==> src/rtl/useq_pkg.sv <==
package useq_pkg;

   typedef enum logic [3:0] {
      F_CONT      = 4'd0,
      F_JLIT      = 4'd1,
      F_JBR       = 4'd2,
      F_JZERO     = 4'd3,
      F_CJBR      = 4'd4,
      F_CJLIT     = 4'd5,
      F_CCALL_LIT = 4'd6,
      F_CCALL_BR  = 4'd7,
      F_CRET      = 4'd8,
      F_RET       = 4'd9,
      F_PUSH      = 4'd10,
      F_CPOP      = 4'd11,
      F_CWAIT     = 4'd12,
      F_CJTOS     = 4'd13,
      F_CJ2WAY    = 4'd14,
      F_CJZERO    = 4'd15
   } seq_fn_e;

endpackage

==> src/rtl/useq_cond_mux.sv <==
module useq_cond_mux #(
   parameter int N_COND = 16,
   localparam int SEL_W = $clog2(N_COND)
) (
   input  logic [N_COND-1:0] cond_in,
   input  logic [SEL_W-1:0]  sel,
   input  logic              pol,
   output logic              tst
);

   generate
      if (N_COND < 2 || (1 << SEL_W) != N_COND) begin : g_bad_cond
         $error("N_COND must be a power of two and at least 2");
      end
   endgenerate

   logic picked;

   always_comb begin
      picked = cond_in[sel];
      tst    = picked ^ pol;
   end

endmodule

==> src/rtl/useq_branch_reg.sv <==
module useq_branch_reg #(
   parameter int ADDR_W = 12,
   parameter int BUS_W  = 8,
   localparam int HI_W  = ADDR_W - BUS_W
) (
   input  logic              clk,
   input  logic              rst,
   input  logic [BUS_W-1:0]  bus_data,
   input  logic              lo_stb,
   input  logic              hi_stb,
   output logic [ADDR_W-1:0] br_val
);

   generate
      if (HI_W < 1 || HI_W > BUS_W) begin : g_bad_width
         $error("ADDR_W must exceed BUS_W and be at most twice BUS_W");
      end
   endgenerate

   logic [BUS_W-1:0] lo_q;
   logic [HI_W-1:0]  hi_q;

   always_ff @(posedge clk) begin
      if (rst) begin
         lo_q <= '0;
      end else if (lo_stb) begin
         lo_q <= bus_data;
      end
   end

   always_ff @(posedge clk) begin
      if (rst) begin
         hi_q <= '0;
      end else if (hi_stb) begin
         hi_q <= bus_data[HI_W-1:0];
      end
   end

   assign br_val = {hi_q, lo_q};


   br_lo_load_chk: assert property (@(posedge clk) disable iff (rst)
      lo_stb |=> br_val[BUS_W-1:0] == $past(bus_data));


   br_hi_load_chk: assert property (@(posedge clk) disable iff (rst)
      hi_stb |=> br_val[ADDR_W-1:BUS_W] == $past(bus_data[HI_W-1:0]));


   br_hold_chk: assert property (@(posedge clk) disable iff (rst)
      (!lo_stb && !hi_stb) |=> $stable(br_val));

endmodule

==> src/rtl/useq_ret_stack.sv <==
module useq_ret_stack #(
   parameter int WIDTH = 12,
   parameter int DEPTH = 4,
   localparam int PTR_W = $clog2(DEPTH),
   localparam int CNT_W = $clog2(DEPTH + 1)
) (
   input  logic             clk,
   input  logic             rst,
   input  logic             push,
   input  logic             pop,
   input  logic [WIDTH-1:0] din,
   output logic [WIDTH-1:0] tos
);

   generate
      if (DEPTH < 2 || (1 << PTR_W) != DEPTH) begin : g_bad_depth
         $error("DEPTH must be a power of two and at least 2");
      end
   endgenerate

   localparam logic [CNT_W-1:0] FULL = CNT_W'(DEPTH);
   localparam logic [PTR_W-1:0] PONE = PTR_W'(1);
   localparam logic [CNT_W-1:0] CONE = CNT_W'(1);

   logic [WIDTH-1:0] mem_q [DEPTH];
   logic [PTR_W-1:0] sp_q;
   logic [CNT_W-1:0] cnt_q;
   logic [PTR_W-1:0] sp_up;
   logic [PTR_W-1:0] wr_ptr;

   always_comb begin
      sp_up  = sp_q + PONE;
      wr_ptr = (cnt_q == '0) ? sp_q : sp_up;
   end

   always_ff @(posedge clk) begin
      if (rst) begin
         for (int i = 0; i < DEPTH; i++) begin
            mem_q[i] <= '0;
         end
      end else if (push) begin
         mem_q[wr_ptr] <= din;
      end
   end

   always_ff @(posedge clk) begin
      if (rst) begin
         sp_q  <= '0;
         cnt_q <= '0;
      end else if (push) begin
         sp_q <= wr_ptr;
         if (cnt_q != FULL) begin
            cnt_q <= cnt_q + CONE;
         end
      end else if (pop) begin
         if (cnt_q > CONE) begin
            sp_q  <= sp_q - PONE;
            cnt_q <= cnt_q - CONE;
         end else if (cnt_q == CONE) begin
            cnt_q <= '0;
         end
      end
   end

   assign tos = mem_q[sp_q];


   stk_full_keep_chk: assert property (@(posedge clk) disable iff (rst)
      (push && cnt_q == FULL) |=> cnt_q == FULL);


   stk_push_top_chk: assert property (@(posedge clk) disable iff (rst)
      push |=> tos == $past(din));


   stk_empty_pop_chk: assert property (@(posedge clk) disable iff (rst)
      (pop && !push && cnt_q == '0) |=> ($stable(sp_q) && $stable(tos)));


   stk_idle_chk: assert property (@(posedge clk) disable iff (rst)
      (!push && !pop) |=> ($stable(sp_q) && $stable(cnt_q)));

endmodule

==> src/rtl/useq_next_addr.sv <==
module useq_next_addr #(
   parameter int ADDR_W = 12,
   parameter int BUS_W  = 8,
   parameter int N_COND = 16,
   parameter int DEPTH  = 4,
   localparam int SEL_W = $clog2(N_COND)
) (
   input  logic              clk,
   input  logic              rst,
   input  logic [N_COND-1:0] cond_in,
   input  logic [SEL_W-1:0]  cond_sel,
   input  logic              cond_pol,
   input  logic [3:0]        func,
   input  logic [ADDR_W-1:0] literal,
   input  logic [BUS_W-1:0]  bus_data,
   input  logic              br_lo_stb,
   input  logic              br_hi_stb,
   input  logic              load_mode,
   output logic [ADDR_W-1:0] addr_out
);
   import useq_pkg::*;

   localparam logic [ADDR_W-1:0] AONE = ADDR_W'(1);

   logic [ADDR_W-1:0] addr_q;
   logic [ADDR_W-1:0] nxt;
   logic [ADDR_W-1:0] pc_inc;
   logic [ADDR_W-1:0] br_val;
   logic [ADDR_W-1:0] tos;
   logic              tst;
   logic              load_q;
   logic              do_push;
   logic              do_pop;
   seq_fn_e           eff_fn;

   useq_cond_mux #(.N_COND(N_COND)) u_cond (
      .cond_in (cond_in),
      .sel     (cond_sel),
      .pol     (cond_pol),
      .tst     (tst)
   );

   useq_branch_reg #(.ADDR_W(ADDR_W), .BUS_W(BUS_W)) u_br (
      .clk      (clk),
      .rst      (rst),
      .bus_data (bus_data),
      .lo_stb   (br_lo_stb),
      .hi_stb   (br_hi_stb),
      .br_val   (br_val)
   );

   useq_ret_stack #(.WIDTH(ADDR_W), .DEPTH(DEPTH)) u_stk (
      .clk  (clk),
      .rst  (rst),
      .push (do_push),
      .pop  (do_pop),
      .din  (pc_inc),
      .tos  (tos)
   );

   // load mode: the first write cycle forces zero, later ones continue
   always_comb begin
      if (load_mode) begin
         eff_fn = load_q ? F_CONT : F_JZERO;
      end else begin
         eff_fn = seq_fn_e'(func);
      end
   end

   always_comb begin
      pc_inc  = addr_q + AONE;
      nxt     = pc_inc;
      do_push = 1'b0;
      do_pop  = 1'b0;
      case (eff_fn)
         F_CONT:      ;
         F_JLIT:      nxt = literal;
         F_JBR:       nxt = br_val;
         F_JZERO:     nxt = '0;
         F_CJBR:      if (tst) nxt = br_val;
         F_CJLIT:     if (tst) nxt = literal;
         F_CCALL_LIT: if (tst) begin
                         nxt     = literal;
                         do_push = 1'b1;
                      end
         F_CCALL_BR:  if (tst) begin
                         nxt     = br_val;
                         do_push = 1'b1;
                      end
         F_CRET:      if (tst) begin
                         nxt    = tos;
                         do_pop = 1'b1;
                      end
         F_RET:       begin
                         nxt    = tos;
                         do_pop = 1'b1;
                      end
         F_PUSH:      do_push = 1'b1;
         F_CPOP:      if (tst) do_pop = 1'b1;
         F_CWAIT:     if (!tst) nxt = addr_q;
         F_CJTOS:     if (tst) nxt = tos;
         F_CJ2WAY:    nxt = tst ? br_val : literal;
         F_CJZERO:    if (tst) nxt = '0;
         default:     ;
      endcase
   end

   always_ff @(posedge clk) begin
      if (rst) begin
         addr_q <= '0;
         load_q <= 1'b0;
      end else begin
         addr_q <= nxt;
         load_q <= load_mode;
      end
   end

   assign addr_out = addr_q;


   rst_addr_chk: assert property (@(posedge clk)
      rst |=> addr_out == '0);


   cont_inc_chk: assert property (@(posedge clk) disable iff (rst)
      (!load_mode && func == 4'd0) |=> addr_out == $past(addr_out) + AONE);


   load_zero_chk: assert property (@(posedge clk) disable iff (rst)
      $rose(load_mode) |=> addr_out == '0);


   load_step_chk: assert property (@(posedge clk) disable iff (rst)
      (load_mode && $past(load_mode) && !$past(rst))
         |=> addr_out == $past(addr_out) + AONE);


   load_no_stack_chk: assert property (@(posedge clk) disable iff (rst)
      load_mode |-> (!do_push && !do_pop));


   cj_br_taken_chk: assert property (@(posedge clk) disable iff (rst)
      (!load_mode && func == 4'd4 && (cond_in[cond_sel] ^ cond_pol))
         |=> addr_out == $past(br_val));


   wait_hold_chk: assert property (@(posedge clk) disable iff (rst)
      (!load_mode && func == 4'd12 && !(cond_in[cond_sel] ^ cond_pol))
         |=> $stable(addr_out));

endmodule

==> config.mk <==
export PLATFORM = sky130hd
export DESIGN_NAME = useq_next_addr
export DESIGN_NICKNAME = d
export VERILOG_FILES = /design/src/rtl/useq_pkg.sv /design/src/rtl/useq_cond_mux.sv /design/src/rtl/useq_branch_reg.sv /design/src/rtl/useq_ret_stack.sv /design/src/rtl/useq_next_addr.sv
export SDC_FILE = /design/constraint.sdc
export NUM_CORES = 1
export LEC_CHECK = 0
export BUFFER_PORTS_ARGS = -buffer_cell sky130_fd_sc_hd__buf_2
export CELL_PAD_IN_SITES_DETAIL_PLACEMENT = 0
export CELL_PAD_IN_SITES_GLOBAL_PLACEMENT = 2
export CORE_ASPECT_RATIO = 0.6
export CORE_UTILIZATION = 23
export DETAILED_ROUTE_END_ITERATION = 8
export HOLD_SLACK_MARGIN = 0.05
export PLACE_DENSITY = 0.54
export SETUP_SLACK_MARGIN = 0.1
export SLEW_MARGIN = 25
export SYNTH_ARGS = -nofsm -noshare
export SYNTH_HDL_FRONTEND = slang
export SYNTH_SLANG_ARGS = --single-unit
==> constraint.sdc <==
create_clock -name clk -period 4 [get_ports clk]
set_clock_uncertainty 0.2 [all_clocks]
set_input_delay 0 -clock clk [delete_from_list [all_inputs] [get_ports clk]]
set_output_delay 0 -clock clk [all_outputs]
set_load 0.02 [all_outputs]
==> impl_metrics.env <==
export IMPL_die_height_microns=111
export IMPL_rsz0062_at_grt="no"
export IMPL_synth_warnings=0
export IMPL_seq_power_share_pct=41.7
export IMPL_setup_viol=0
export IMPL_arrival_ns=2.72
export IMPL_holdCritPathClass="in -> reg"
export IMPL_combPwrFrac_pct=21.8
export IMPL_tns_ns=0
export IMPL_min_from="func[2]"
export IMPL_grt_pass1_vias=3905
export IMPL_grt_pass1_wl_microns=24200
export IMPL_ant_nets=0
export IMPL_crit_chain="buf_2, mux4_1, mux4_2, xnor2_2, buf_4, o21ai_2, o211ai_1, buf_4, nand2_1"
export IMPL_startpoint_type="input port"
export IMPL_worst_slew_pin_slew_ns=0.823
export IMPL_syn_inst=440
export IMPL_drc_errors=0
export IMPL_drv_cap=0
export IMPL_vias=4010
export IMPL_cts_setup_buffers=0
export IMPL_ir_drop_v=0.000206
export IMPL_dpl_hpwl_microns=11600
export IMPL_r2r_start="addr_out[2]"
export IMPL_instances_no_fill=807
export IMPL_ys_flop_type="edfxtp_1"
export IMPL_drive_gt1_share_pct=22.2
export IMPL_crit_start="cond_sel[2]"
export IMPL_final_hold_viol_count=0
export IMPL_port_buffers=61
export IMPL_globalplace_congestion=0.768
export IMPL_layout_nets=591
export IMPL_critPathRequiredTime_ns=3.79
export IMPL_crit_slowest_cell="mux4_1"
export IMPL_syn_area_sq_um=4580
export IMPL_routed_wirelength_microns=15900
export IMPL_grt_max_degree=30
export IMPL_timing_hold_ws_ns=0.0977
export IMPL_clkPwrFrac_pct=36.5
export IMPL_cellPowerDensity_nw_per_um2=400
export IMPL_ys_types=64
export IMPL_cts_max_level=3
export IMPL_period_share_pct=73.5
export IMPL_cts_path_max_buffers=2
export IMPL_cts_tree="built"
export IMPL_switching_share_pct=30.8
export IMPL_antenna_cells=0
export IMPL_syn2layout_area_growth_pct=28.6
export IMPL_crit_type="in -> reg"
export IMPL_p_sw_uw=725
export IMPL_holdPathEnd="u_stk.cnt_q[0]"
export IMPL_die_w_microns=184
export IMPL_clockRootBuffer="clkbuf_16"
export IMPL_path_clk_slew_ns=0.07
export IMPL_max_slew_margin_pct=44.6
export IMPL_synth_edf_count=48
export IMPL_r2r_end="addr_out[11]"
export IMPL_worstHoldPathCells=4
export IMPL_rows=39
export IMPL_synth_seq_area_share_pct=45.4
export IMPL_final_util_pct=30.6
export IMPL_viasPerCell=4.97
export IMPL_insertion_delay_ns=0.34
export IMPL_synth_area_per_cell_sq_um=10.4
export IMPL_post_drt_wl_per_cell_microns=19.8
export IMPL_slowest_delay_ns=0.58
export IMPL_cts_num_sinks=80
export IMPL_cts_buffers=9
export IMPL_end_kind="flop"
export IMPL_async_flop_share_pct=0
export IMPL_p_int_mw=1.63
export IMPL_start_util_pct=23.8
export IMPL_r2r_cells=6
export IMPL_gr_total_overflow=0
export IMPL_grtUsageTotal_pct=16.1
export IMPL_drtPass1Iterations=9
export IMPL_drt_iter0_drc=401
export IMPL_die_area_sq_um=20500
export IMPL_fmax_mhz=340
export IMPL_core_area_sq_um=19300
export IMPL_p_leak_nw=2.18
export IMPL_power_total_mw=2.36
export IMPL_ys_ff_latch=80
export IMPL_syn_nets=495
export IMPL_antenna_found_initial=0
export IMPL_report_final_slew_viol_count=0
export IMPL_status="complete, no violations"
export IMPL_boundaryPins=62
export IMPL_min_period_ns=2.94
export IMPL_dp_cells=752
export IMPL_reg2reg_setup_slack_ns=1.21
export IMPL_critPathMaxFanout=13
export IMPL_crit_top_cell="buf_4"
how the worst max path moves through the flow:
stage / to / slack (ns) / cells past startpoint
2_1_floorplan: u_stk.mem_q[3][0] / 0.94 / 6
3_3_place_gp: u_stk.mem_q[0][9] / 0.78 / 9
6_report: u_stk.mem_q[0][3] / 1.06 / 9
4_1_cts: u_stk.mem_q[0][8] / 1.05 / 9
5_1_grt: u_stk.mem_q[0][5] / 0.87 / 6
3_5_place_dp: u_stk.mem_q[0][9] / 0.70 / 9
worst max-delay path, delay by kind of cell:
family | cells | cell delay [ns]
XOR/XNOR | 1 | 0.15
AO/OA/AOI/OAI | 2 | 0.50
AND/OR/NAND/NOR | 1 | 0.41
multiplexers | 2 | 1.12
buffers and inverters | 3 | 0.54
routing by layer:
layer | GRT usage, % | share of wire [%] | vias to the layer above
li1 | - | - | 1881
met1 | 26.0 | 55 | 2014
met2 | 21.7 | 40 | 106
met3 | 3.47 | 4.2 | 9
met4 | 2.11 | 0.41 | 0
met5 | 0 | 0 | -
cells in the mapped netlist (6+ instances only):
| cell type | count | area [sq um] |
|---|---|---|
| dfxtp_1 | 32 | 641 |
| edfxtp_1 | 48 | 1440 |
| a21oi_1 | 18 | 90.1 |
| nand2_1 | 21 | 78.8 |
| xor2_1 | 7 | 61.3 |
| nand3_1 | 14 | 70.1 |
| o21ai_0 | 11 | 55.1 |
| a22oi_1 | 6 | 45.0 |
| nor2_1 | 79 | 297 |
| inv_1 | 12 | 45.0 |
| nor3_1 | 8 | 40.0 |
| a222oi_1 | 14 | 140 |
| nand2b_1 | 6 | 37.5 |
| mux4_2 | 14 | 315 |
| mux2i_1 | 18 | 180 |
| xnor2_1 | 8 | 70.1 |
| clkbuf_1 | 19 | 71.3 |
| mux2_2 | 8 | 90.1 |
logic make-up (layout without fill, tap and decap cells):
logic type	Yosys count	in the layout	synth area share, %
AO/OA/AOI/OAI	93	93	15.1
XOR/XNOR	16	16	3.22
adder cells (fa/ha/maj)	6	6	1.61
buffers and inverters	42	143	3.93
flip-flops	80	80	45.4
multiplexers	44	44	14.7
AND/OR/NAND/NOR	159	159	16.0
power groups by stage:
stage | combinational, mW | sequential (mW) | clock (mW)
global placement | 0.473 | 1.00 | 0
global route | 0.566 | 0.992 | 0.922
CTS | 0.512 | 0.983 | 0.888
finish | 0.514 | 0.983 | 0.860
floorplan | 0.314 | 0.986 | 0
detailed placement | 0.477 | 1.00 | 0
state kept, by name, indices dropped and copies added, names as in the netlist, named ones only:
signal,flops
addr_out,12
load_q,1
u_br.hi_q,4
u_br.lo_q,8
u_stk.cnt_q,3
u_stk.mem_q,48
u_stk.sp_q,2
cell usage in the layout, fill, tap and decap left out, drive strengths merged, types with 5 or more instances in the layout:
cell          n
a21oi        18
dfxtp        32
mux2i        18
edfxtp       48
nand3        14
mux4         17
inv          15
buf          75
nor2         79
a31oi         5
mux2          9
nor3          8
xor2          7
nor2b         5
clkbuf        9
nand2b        6
dlygate4sd3  39
nand4         5
a22oi         6
o21ai        13
xnor2         9
ha            5
nand2        21
a222oi       14
through the flow:
stage	area, sq um	setup WS [ns]
final	5890	1.06
after global routing	5890	0.874
after CTS	5890	1.05
after detailed placement	5200	0.701
after global placement	5200	0.782
after floorplan	4580	0.941
final cells by class:
| cell class | instances | area [sq um] |
|---|---|---|
| tap | 266 | 333 |
| clock inverter | 7 | 77.6 |
| clock buffer | 9 | 225 |
| sequential | 80 | 2080 |
| timing repair buffer | 114 | 801 |
| inverter | 13 | 48.8 |
| fill | 1989 | 13400 |
| multi-input combinational | 318 | 2330 |
what timing repair did:
item,in CTS,in global routing
hold buffers,39,0
gates resized for setup,0,0
endpoints found under the hold margin,24,0
No activity file was read; power rests on OpenSTA's default activity.
